## config.mk

```make
export PLATFORM = sky130hd
export DESIGN_NAME = wh_input_group
export DESIGN_NICKNAME = d
export VERILOG_FILES = /design/src/rtl/wh_pkg.sv /design/src/rtl/wh_flit_fifo.sv /design/src/rtl/wh_rr_pick.sv /design/src/rtl/wh_dor_route.sv /design/src/rtl/wh_input_group.sv
export SDC_FILE = /design/constraint.sdc
export NUM_CORES = 1
export LEC_CHECK = 0
export ABC_AREA = 1
export BUFFER_PORTS_ARGS = -buffer_cell sky130_fd_sc_hd__buf_2
export CELL_PAD_IN_SITES_DETAIL_PLACEMENT = 0
export CELL_PAD_IN_SITES_GLOBAL_PLACEMENT = 1
export CORE_AREA = 2 2 253 255
export DETAILED_ROUTE_END_ITERATION = 8
export DIE_AREA = 0 0 255 257
export MAX_ROUTING_LAYER = met4
export PLACE_DENSITY = 0.87
export SYNTH_ARGS = -nofsm -noshare
export SYNTH_HDL_FRONTEND = slang
export SYNTH_SLANG_ARGS = --single-unit
```

## constraint.sdc

```tcl
create_clock -name clk -period 3.5 [get_ports clk]
set_input_delay 0.35 -clock clk [delete_from_list [all_inputs] [get_ports clk]]
set_output_delay 0.35 -clock clk [all_outputs]
set_load 0.01 [all_outputs]
```

## src/rtl/wh_pkg.sv

```systemverilog
package wh_pkg;
  typedef enum logic [2:0] {
    DIR_LOCAL = 3'd0,
    DIR_XPOS  = 3'd1,
    DIR_XNEG  = 3'd2,
    DIR_YPOS  = 3'd3,
    DIR_YNEG  = 3'd4
  } dir_t;
endpackage

```

## src/rtl/wh_flit_fifo.sv

```systemverilog
module wh_flit_fifo #(
  parameter int W     = 24,
  parameter int DEPTH = 10
) (
  input  logic         clk,
  input  logic         rst,
  input  logic         push,
  input  logic [W-1:0] din,
  input  logic         pop,
  output logic [W-1:0] dout,
  output logic         full,
  output logic         empty
);
  localparam int AW = (DEPTH > 1) ? $clog2(DEPTH) : 1;
  localparam int CW = $clog2(DEPTH + 1);

  logic [W-1:0]  mem [DEPTH];
  logic [AW-1:0] wr_ptr, rd_ptr;
  logic [CW-1:0] count;
  logic          do_wr, do_rd;

  assign full  = (count == CW'(DEPTH));
  assign empty = (count == '0);
  assign do_wr = push && !full;
  assign do_rd = pop && !empty;
  assign dout  = mem[rd_ptr];

  // storage without reset so that RAM inference stays possible
  always_ff @(posedge clk) begin
    if (do_wr) mem[wr_ptr] <= din;
  end

  always_ff @(posedge clk) begin
    if (rst) begin
      wr_ptr <= '0;
      rd_ptr <= '0;
      count  <= '0;
    end else begin
      if (do_wr) wr_ptr <= (wr_ptr == AW'(DEPTH - 1)) ? '0 : wr_ptr + 1'b1;
      if (do_rd) rd_ptr <= (rd_ptr == AW'(DEPTH - 1)) ? '0 : rd_ptr + 1'b1;
      case ({do_wr, do_rd})
        2'b10:   count <= count + 1'b1;
        2'b01:   count <= count - 1'b1;
        default: count <= count;
      endcase
    end
  end
endmodule

```

## src/rtl/wh_rr_pick.sv

```systemverilog
module wh_rr_pick #(
  parameter int N  = 3,
  parameter int IW = (N > 1) ? $clog2(N) : 1
) (
  input  logic [N-1:0]  req,
  input  logic [IW-1:0] last,
  output logic [IW-1:0] gnt,
  output logic          any
);
  always_comb begin
    gnt = '0;
    any = 1'b0;
    // walk from the farthest candidate to the nearest so the nearest wins
    for (int off = N; off >= 1; off--) begin
      int idx;
      idx = (int'(last) + off) % N;
      if (req[idx]) begin
        gnt = IW'(idx);
        any = 1'b1;
      end
    end
  end
endmodule

```

## src/rtl/wh_dor_route.sv

```systemverilog
module wh_dor_route
  import wh_pkg::*;
#(
  parameter int XW     = 3,
  parameter int YW     = 3,
  parameter int HERE_X = 2,
  parameter int HERE_Y = 2
) (
  input  logic [XW-1:0] dest_x,
  input  logic [YW-1:0] dest_y,
  output dir_t          dir
);
  localparam logic [XW-1:0] MX = XW'(HERE_X);
  localparam logic [YW-1:0] MY = YW'(HERE_Y);

  always_comb begin
    if (dest_x > MX)      dir = DIR_XPOS;
    else if (dest_x < MX) dir = DIR_XNEG;
    else if (dest_y > MY) dir = DIR_YPOS;
    else if (dest_y < MY) dir = DIR_YNEG;
    else                  dir = DIR_LOCAL;
  end
endmodule

```

## src/rtl/wh_input_group.sv

```systemverilog
module wh_input_group
  import wh_pkg::*;
#(
  parameter int NPORT  = 3,
  parameter int DEPTH  = 10,
  parameter int XW     = 3,
  parameter int YW     = 3,
  parameter int PW     = 16,
  parameter int HERE_X = 2,
  parameter int HERE_Y = 2,
  localparam int FLIT_W = 2 + XW + YW + PW,
  localparam int PORT_W = (NPORT > 1) ? $clog2(NPORT) : 1
) (
  input  logic                    clk,
  input  logic                    rst,
  input  logic [NPORT-1:0]        in_valid,
  input  logic [NPORT*FLIT_W-1:0] in_flit,
  output logic [NPORT-1:0]        credit_out,
  output logic                    out_valid,
  input  logic                    out_ready,
  output logic [FLIT_W-1:0]       out_flit,
  output logic [2:0]              out_dir,
  output logic [PORT_W-1:0]       out_port
);
  localparam int HEAD_B = FLIT_W - 1;
  localparam int TAIL_B = FLIT_W - 2;
  localparam int X_LSB  = PW + YW;
  localparam int Y_LSB  = PW;

  logic [FLIT_W-1:0] q_dout [NPORT];
  logic [NPORT-1:0]  fifo_full, fifo_empty, pop, head_req;

  logic [PORT_W-1:0] last_q, owner_q, gnt, sel;
  logic              locked_q, any_head, load, go;
  dir_t              dir_q, route_dir, dir_next;
  logic [FLIT_W-1:0] sel_flit;

  logic              out_valid_q;
  logic [FLIT_W-1:0] out_flit_q;
  dir_t              out_dir_q;
  logic [PORT_W-1:0] out_port_q;
  logic [NPORT-1:0]  credit_q;

  for (genvar i = 0; i < NPORT; i++) begin : g_port
    wh_flit_fifo #(.W(FLIT_W), .DEPTH(DEPTH)) u_q (
      .clk   (clk),
      .rst   (rst),
      .push  (in_valid[i]),
      .din   (in_flit[i*FLIT_W +: FLIT_W]),
      .pop   (pop[i]),
      .dout  (q_dout[i]),
      .full  (fifo_full[i]),
      .empty (fifo_empty[i])
    );
    assign head_req[i] = !fifo_empty[i] && q_dout[i][HEAD_B];
    assign pop[i]      = go && (sel == PORT_W'(i));
  end

  wh_rr_pick #(.N(NPORT), .IW(PORT_W)) u_pick (
    .req  (head_req),
    .last (last_q),
    .gnt  (gnt),
    .any  (any_head)
  );

  assign sel      = locked_q ? owner_q : gnt;
  assign sel_flit = q_dout[sel];
  assign load     = !out_valid_q || out_ready;
  assign go       = load && (locked_q ? !fifo_empty[owner_q] : any_head);

  wh_dor_route #(.XW(XW), .YW(YW), .HERE_X(HERE_X), .HERE_Y(HERE_Y)) u_route (
    .dest_x (sel_flit[X_LSB +: XW]),
    .dest_y (sel_flit[Y_LSB +: YW]),
    .dir    (route_dir)
  );

  assign dir_next = locked_q ? dir_q : route_dir;

  always_ff @(posedge clk) begin
    if (rst) begin
      out_valid_q <= 1'b0;
      out_flit_q  <= '0;
      out_dir_q   <= DIR_LOCAL;
      out_port_q  <= '0;
      credit_q    <= '0;
      locked_q    <= 1'b0;
      owner_q     <= '0;
      dir_q       <= DIR_LOCAL;
      last_q      <= PORT_W'(NPORT - 1);
    end else begin
      credit_q <= pop;
      if (go) begin
        out_valid_q <= 1'b1;
        out_flit_q  <= sel_flit;
        out_dir_q   <= dir_next;
        out_port_q  <= sel;
        locked_q    <= !sel_flit[TAIL_B];
        if (!locked_q) begin
          last_q  <= gnt;
          owner_q <= gnt;
          dir_q   <= route_dir;
        end
      end else if (out_ready) begin
        out_valid_q <= 1'b0;
      end
    end
  end

  assign out_valid  = out_valid_q;
  assign out_flit   = out_flit_q;
  assign out_dir    = out_dir_q;
  assign out_port   = out_port_q;
  assign credit_out = credit_q;
endmodule

```

Word level (Yosys, flattened, before mapping)
Memories as Yosys holds them, arrays and structs flattened. A register that Yosys moved wholly into a read port is not among the register bits.
Cells that the tools add are included.
- bitwise gates (word level): 2
- order comparisons: 9
- $add $sub $neg: 15
- shift operators: 0
- reduce and logical (&&, ||, !) cells: 32
- mux-type cells: 50
- div/mod/pow operators: 3
- multipliers: 0
- equal/unequal tests: 17
- operators by type and width (kind ; number):
    $lt 32x4->1 const B ; 3
    $mod 32x3->32 const B ; 3
    $bmux 24 s2 ; 1
    $mux 24 ; 2
    $mux 4 ; 12
    $add 4x1->4 const B ; 9
    $eq 4x4->1 const B ; 9
    $pmux 4 s2 ; 3
    $mux 1 ; 19
    $mux 3 ; 5
    $logic_and 1x1->1 ; 13
    $logic_not 4->1 ; 3
    $sub 4x1->4 const B ; 3
    $logic_not 1->1 ; 9
    $bmux 1 s2 ; 4
    $eq 2x1->1 const B ; 4
    $eq 2x2->1 const B ; 4
    $mux 2 ; 4
    $reduce_bool 2->1 ; 4
    $add 2x2->3 const B ; 2
    $gt 3x2->1 const B ; 2
    $lt 3x2->1 const B ; 2
    $add 2x1->3 const B ; 1
    $ge 3x3->1 const B ; 1
    6 further kinds ; 6
- bits of input ports: 78
- bits in registers: 72
- word-level logic and storage cells: 147
- output and inout port bits: 33
- bits in latches: 0
- memories kept: 3
- bits in writable memories: 720
- bits in read-only memories: 0
- memory list (memory ; words ; width ; read ports ; clocked after Yosys merged registers in ; wr ports ; line ; text):
    g_port[0].u_q.mem ; 10 ; 24 ; 1 ; 1 ; 1 ; wh_flit_fifo.sv:17 ; logic [W-1:0] mem [DEPTH];
    g_port[1].u_q.mem ; 10 ; 24 ; 1 ; 1 ; 1 ; wh_flit_fifo.sv:17 ;
    g_port[2].u_q.mem ; 10 ; 24 ; 1 ; 1 ; 1 ; wh_flit_fifo.sv:17 ;

Longest topological paths before layout
Gate-level depths: netlist of the first run.
- word-level depth: 20
- mapped depth: 29
- mapped depth without buffers: 29

Cells and area by module
A second synthesis of the first run with hierarchy kept.
- cells, all modules: 2850
- area, all modules: 33774.9 sq um
- by module, submodules not included (module ; sequential area each (sq um) ; instances ; cells an instance ; area each (sq um)):
    wh_flit_fifo at g_port[0].u_q ; 7527.2 ; 1 ; 817 ; 10553.9
    wh_flit_fifo at g_port[1].u_q ; 7527.2 ; 1 ; 818 ; 10426.2
    wh_flit_fifo at g_port[2].u_q ; 7527.2 ; 1 ; 816 ; 10420.0
    wh_input_group ; 720.7 ; 1 ; 343 ; 2092.0
    wh_rr_pick ; 0.0 ; 1 ; 41 ; 217.7
    wh_dor_route ; 0.0 ; 1 ; 15 ; 65.1

Worst setup path after synthesis of the first run
No wires, ideal clock.
- path kind: register to register
- from: register with a tool-made name
- to: register g_port[1].u_q.count[2]
- stages on the path, launching flop included: 29
- setup slack: 547 ps
- arrival: 2836 ps
- required time: 3383 ps
- period minus slack after synthesis: 2953 ps
- library setup time: 117 ps
- path through: dfxtp_1 -> inv_2 -> buf_4 -> nand2_1 -> nand3_1 -> nand3_1 -> nand3_1 -> nand2_2 -> nand3_1 -> nand2_1 -> nand2_1 -> nand2_1 -> nor2_1 -> nand4_1 -> nand2_1 -> nor2_4 -> inv_4 -> nor2_4 -> nand2_1 -> inv_2 -> ha_1 -> nand2_1 -> inv_1 -> nor2_1 -> ha_1 -> a21oi_1 -> nor2_1 -> o221ai_1 -> inv_1
- RTL lines (what ; line ; text):
    end signal, assigned ; wh_flit_fifo.sv:42 ; 2'b10: count <= count + 1'b1;
    end signal, assigned ; wh_flit_fifo.sv:43 ; 2'b01: count <= count - 1'b1;
    end signal, assigned ; wh_flit_fifo.sv:44 ; default: count <= count;
    end, declared ; wh_flit_fifo.sv:19 ; logic [CW-1:0] count;

==> flow_summary.ini, run 1 <==
[timing]
relSlewSlack = 0.2743
setup_violations = 0
worst_slew_pin_slew_ns = 1.089
finalHoldViolCount = 0
final.setup_skew_ns = 0.02835
fmax_mhz = 303.9
fin_crit_sh = 0.9401
holdWs_ns = 0.01900
drv_slew = 0
fin_crit_ns = 3.290

[place]
gp_congestion = 0.8780
hpwl_mm = 45.57
placed_cell_area_um2 = 33320
portBuffers = 110

[critical_path]
cp_data_required_time_ns = 4.01
critPathKind = reg2reg
crit_path_end_kind = flop
crit_end = g_port[2].u_q.count[3]$_SDFFE_PP0P_
critPathLaunchType = flop
worst-path-stages = 24
worst-path-buf-inv = 3
critPathTopFamily = simple AND/OR/NAND/NOR gates
timing.rr.end = g_port[2].u_q.count[3]$_SDFFE_PP0P_
reg2reg_depth = 24
path_cells = inv_4 -> nor2_1 -> nor2_1 -> o21ai_0 -> nand3_1 -> nand3_1 -> nand2_2 -> nand4_1 -> nand2_1 -> nand3_1 -> nand2_1 -> a21boi_4 -> buf_4 -> nor2_4 -> inv_2 -> nor2_4 -> ha_2 -> nor2_1 -> nor2_1 -> nand3_1 -> o31ai_1 -> o211ai_1 -> o21ai_0 -> a21oi_1
ff2ff_setup_slack_ns = 0.21
cp_slowest_stage_delay_ns = 0.37
cp.arrival_ns = 3.80
path_max_fanout = 8
cp_slowest_cell = dfxtp_4

[route]
wl_met2_mm = 38.63
drt-pass1-iter-count = 9
drt-initial-drc-count = 2602
detail-route-antenna-nets = 0
vias = 21120
met3_length_mm = 6.057
routedWlPerCell_um = 22.33
wirelength_mm = 79.47
routed.top_layer = met4
wl_met1_mm = 32.05
viasPerCell = 5.935
drc_errors = 0

[die]
die_h_um = 257
fp-row-count = 92
ios = 111
die_w_um = 255
start_util = 0.5044
design.die.area_um2 = 65540
core_area_um2 = 62740

[synth]
ys_ff_latch = 804
ys_top_cells_by_area = edfxtp_1 68%, o21ai_0 5.3%, dfxtp_1 5.3%, nor2_1 4.0%, nand2_1 3.0%
async_flop_share = 0
synth_warnings = 0
synth_common_cells = 720 x edfxtp_1, 337 x o21ai_0, 335 x nor2_1
ys.flop_type = edfxtp_1
synth_edf_count = 720
syn_area_per_cell_um2 = 12.68
synth_top_cell_area_share = 0.6833
synth_top_area_cell = edfxtp_1
yosysMostFrequentCell = edfxtp_1
synth_nets = 2585
synth_cell_types = 46
synthCells = 2496
ys_seq_area_frac = 0.7364
syn_area_um2 = 31640

[cells_and_area]
multi_input_area_um2 = 7387
regArea_um2 = 23310
area_growth_pct = 14.79
nFillCells = 4826
layout.nets = 2730
final_area_um2 = 36320
drive_gt1_frac = 0.1397

[cts]
cts_max_path_buffers = 3
cts_made_buffers = 80
cts_tree = yes
cts.htree.levels = 3
cts_sinks = 804
cts-root-buf = clkbuf_16
clock_latency_ns = 0.64
clkSlewWorstSetupHoldPaths_ns = 0.06

[global_route]
antenna_found_initial = 7
grtUsageTotal = 0.2484
grt_pass1_vias = 20590
grt_start_max_net_pins = 116
grt_pass1_wl_mm = 119.8
overflow = 0

[power_and_ir_drop]
vdd_drop_max_mv = 0.4686
powerDensity_nw_per_um2 = 762.1
leakagePower_nw = 12.46

[hold_path]
holdCritPathClass = in2reg

[status]
outcome = complete, no violations

[run]
maxCapViolations = 0
[state kept, by name, indices dropped and copies added, names as in the netlist, 3 cells and up, named ones only]
signal             cells
g_port.u_q.count      12
g_port.u_q.rd_ptr     12
out_dir                3
out_flit              24
g_port.u_q.wr_ptr     12
credit_out             3
g_port.u_q.mem       720
[metal layers]
metal,vias up,GRT usage
met3,175,0.04137
met4,0,0.09763
met2,937,0.3909
met1,10440,0.3242
li1,9566,-
met5,-,-
[repair_timing]
action | CTS | global route
gates resized for setup | 0 | 7
buffers inserted | 0 | 4
endpoints found under the setup margin | 0 | 8
hold endpoints to repair | 200 | 0
hold buffers | 25 | 0
[cell type report]
class,instances,share of cell area
multi-input cells,1432,0.2034
clock inverters,43,0.01292
well taps,846,0.02914
repair buffers,216,0.03982
flip-flops and latches,804,0.6419
clock buffers,104,0.06125
inverters,107,0.01120
diodes,6,0.0004134
[cell families (layout without fill, tap and decap cells)]
logic type / count (synthesis) / after routing / synth area share
flops: 804 / 804 / 0.7364
simple gates: 715 / 715 / 0.09209
compound gates: 701 / 701 / 0.1328
buf+inv: 260 / 470 / 0.03298
fa+ha+maj: 11 / 11 / 0.004349
xor+xnor: 5 / 5 / 0.001384
other cells: 0 / 6 / 0
[worst min path at each step]
| stage | from | endpoint | slack [ns] | cells after the start |
|---|---|---|---|---|
| after floorplan | in_flit[0] | g_port[0].u_q.mem[0][0]$_DFFE_PP_ | 0.45 | 0 |
| after global placement | last_q[0]$_SDFFE_PP0P_ | last_q[0]$_SDFFE_PP0P_ | 0.47 | 2 |
| after detailed placement | last_q[0]$_SDFFE_PP0P_ | last_q[0]$_SDFFE_PP0P_ | 0.48 | 2 |
| after CTS | in_flit[36] | g_port[1].u_q.mem[1][12]$_DFFE_PP_ | 0.0008 | 1 |
| after global routing | in_flit[38] | g_port[1].u_q.mem[3][14]$_DFFE_PP_ | 0.02 | 1 |
| final | in_flit[58] | g_port[2].u_q.mem[3][10]$_DFFE_PP_ | 0.02 | 1 |
[placed cells by master, fill, tap and decap left out, types with 8 or more instances in the layout]
cell,instances
dfxtp_1,80
inv_1,96
a21oi_1,123
dlygate4sd3_1,25
clkbuf_1,13
nand3_1,97
o22a_1,11
clkbuf_16,82
o211ai_1,8
edfxtp_1,720
buf_2,110
nor2_1,305
ha_1,9
o221ai_1,80
nand2_1,253
clkbuf_8,9
nand4_1,8
a31oi_1,12
clkinv_1,11
a221oi_1,40
o311ai_1,8
buf_4,78
o21ai_1,8
o21ai_0,336
o22ai_1,53
nor2_2,30
bufinv_16,8
clkinv_2,16
[through the flow]
step	power, mW	util	setup WS (ns)	setup TNS [ns]	cells
after floorplan	16.14	-	0.5469	0	2496
after global placement	18.74	0.5311	0.4015	0	3376
after detailed placement	18.99	0.5311	0.2453	0	3376
after CTS	27.64	0.5780	0.2088	0	3548
after global routing	28.87	0.5790	-0.002780	-0.002780	3558
final	27.68	0.5790	0.2097	0	3558
[report_power, final]
| part | switching [mW] | leakage [nW] | internal (mW) |
|---|---|---|---|
| combinational | 5.52 | 3.93 | 2.27 |
| clock | 3.59 | 1.32 | 5.10 |
| sequential | 0.288 | 7.22 | 10.9 |
(Power assumes the default switching activity.)
==> run 2, diff against run 1 <==
--- a/config.mk
+++ b/config.mk
@@ -9,11 +9,11 @@
 export BUFFER_PORTS_ARGS = -buffer_cell sky130_fd_sc_hd__buf_2
 export CELL_PAD_IN_SITES_DETAIL_PLACEMENT = 0
 export CELL_PAD_IN_SITES_GLOBAL_PLACEMENT = 1
-export CORE_AREA = 2 2 253 255
+export CORE_AREA = 2 2 255 257
 export DETAILED_ROUTE_END_ITERATION = 8
-export DIE_AREA = 0 0 255 257
+export DIE_AREA = 0 0 257 259
 export MAX_ROUTING_LAYER = met4
-export PLACE_DENSITY = 0.87
+export PLACE_DENSITY = 0.86
 export SYNTH_ARGS = -nofsm -noshare
 export SYNTH_HDL_FRONTEND = slang
 export SYNTH_SLANG_ARGS = --single-unit
==> run 2 against run 1 <==
  * Via count decreased by 0.37%
  * Sequential cell count unchanged
  * Final cell count increased by 0.48%
  * Core utilization decreased by 0.93 points
  * Critical path type unchanged
  * Highest routed layer unchanged
==> flow_summary.ini, run 2 (synthesis results as in run 1) <==
[status]
outcome = complete, no violations

[die]
core_area_um2 = 63880
ios = 111
start_util = 0.4953
die_w_um = 257
design.die.area_um2 = 66560
fp-row-count = 93
die_h_um = 259

[route]
wirelength_mm = 79.81
drt-initial-drc-count = 2116
drc_errors = 0
viasPerCell = 5.885
detail-route-antenna-nets = 0
vias = 21040
drt-pass1-iter-count = 5
routedWlPerCell_um = 22.32

[critical_path]
cp_slowest_stage_delay_ns = 0.39
cp.arrival_ns = 3.84
path_max_fanout = 14
critPathLaunchType = flop
crit_top_cell = nand3_1
critPathKind = reg2reg
cp_data_required_time_ns = 4.02
cp_slowest_cell = dfxtp_4
crit_path_end_kind = flop
path_cells = inv_4 -> nor2_1 -> nor2_1 -> o21ai_0 -> nand3_1 -> nand3_1 -> nand2_2 -> nand4_1 -> nand2_1 -> nand3_1 -> nand2_1 -> a21boi_4 -> buf_4 -> nor2_4 -> inv_2 -> nor2_4 -> buf_4 -> ha_1 -> inv_1 -> o31ai_1 -> o211ai_1 -> o21ai_0 -> a21oi_1

[cells_and_area]
layout.nets = 2743
nFillCells = 4991
largest_reg_flops = 720
layout_commonest_cell = edfxtp_1
area_growth_pct = 15.01
drive_gt1_frac = 0.1336
largest_register = g_port.u_q.mem
mostFrequentLayoutCells = 720 x edfxtp_1, 335 x o21ai_0, 303 x nor2_1, 253 x nand2_1, 125 x a21oi_1

[timing]
worst_slew_pin_slew_ns = 1.238
fmax_mhz = 301.3
holdWs_ns = 0.02797
grt_setup_unrepaired = yes
setup_violations = 0
relSlewSlack = 0.1750
final.setup_skew_ns = 0.03121
drv_slew = 0
fin_crit_ns = 3.319
fin_crit_sh = 0.9484
finalHoldViolCount = 0
fin_ws_ns = 0.1806

[cts]
cts.htree.levels = 3
clkSlewWorstSetupHoldPaths_ns = 0.06
cts_made_buffers = 82
cts_max_path_buffers = 3
cts_sinks = 804
clock_latency_ns = 0.64
cts-root-buf = clkbuf_16
cts_tree = yes

[place]
hpwl_mm = 45.28
portBuffers = 110
place_ws_ns = 0.1195
gp_congestion = 0.8554

[global_route]
grt_pass1_wl_mm = 121.3
grt_start_max_net_pins = 110
antenna_found_initial = 3
grtUsageTotal = 0.2451
overflow = 0
grt_pass1_vias = 20830

[hold_path]
holdCritPathClass = in2reg

[power_and_ir_drop]
vdd_drop_max_mv = 0.5348
powerDensity_nw_per_um2 = 757.6
leakagePower_nw = 12.47

[run]
maxCapViolations = 0
run 2: cell count changes in the layout (fill, tap and decap cells not counted), sizes merged:
| cell | previous run | this run |
|---|---|---|
| inv | 107 | 106 |
| clkinv | 30 | 34 |
| clkinvlp | 5 | 3 |
| dlygate4sd3 | 25 | 41 |
| diode | 6 | 3 |
| buf | 191 | 186 |
| clkbuf | 104 | 103 |
run 2: power breakdown:
group          total, mW  internal (mW)  leakage, nW  switching (mW)
Clock               8.60           5.02         1.29            3.58
Sequential          11.2           10.9         7.22           0.289
Combinational       7.76           2.24         3.97            5.51
run 2: final cells by class:
type                       count  area (um2)  area share
tap                          855        1070     0.02940
clock inverter                44       464.2     0.01276
clock buffer                 103        2183     0.06000
multi-input combinational   1432        7396      0.2032
inverter                     107       407.9     0.01121
timing repair buffer         227        1548     0.04253
sequential                   804       23310      0.6407
antenna                        3       7.507   0.0002063
run 2: per-layer routing:
metal	vias up	routed length [um]	GRT usage
li1	9571	-	-
met1	10370	31650	0.3036
met2	899	38660	0.3948
met3	198	6446	0.04462
met4	0	3056	0.1119
met5	-	0	-
run 2: worst paths after layout:
kind                      startpoint                                   to  slack (ns)  cells after the start
min                      in_flit[29]    g_port[1].u_q.mem[7][5]$_DFFE_PP_        0.03                      1
min reg2reg  out_dir[2]$_SDFFE_PP0P_              out_dir[2]$_SDFFE_PP0P_        0.48                      2
max                             flop  g_port[2].u_q.count[3]$_SDFFE_PP0P_        0.18                     23
max reg2reg                     flop  g_port[2].u_q.count[3]$_SDFFE_PP0P_        0.18                     23
run 2: what timing repair did:
item                                   in CTS  in global routing
setup buffers                               0                  2
resized for setup                           0                 11
setup endpoints to repair                   0                  9
endpoints found under the hold margin     318                  0
hold buffers                               41                  0
run 2: stage by stage:
step	util	instances	instance area (um2)	setup TNS [ns]	power (mW)
5_1_grt	0.5696	3574	36390	-0.2340	28.77
3_3_place_gp	0.5210	3382	33280	0	18.64
4_1_cts	0.5689	3570	36340	0	27.48
3_5_place_dp	0.5210	3382	33280	0	18.87
6_report	0.5697	3575	36390	0	27.57
2_1_floorplan	-	2496	31640	0	16.14
run 2: worst max-delay path, delay by kind of cell (launching register included):
family | cells | cell delay (ns)
compound gates | 6 | 0.75
flops | 1 | 0.39
buf+inv | 5 | 0.69
fa+ha+maj | 1 | 0.21
simple gates | 11 | 1.13
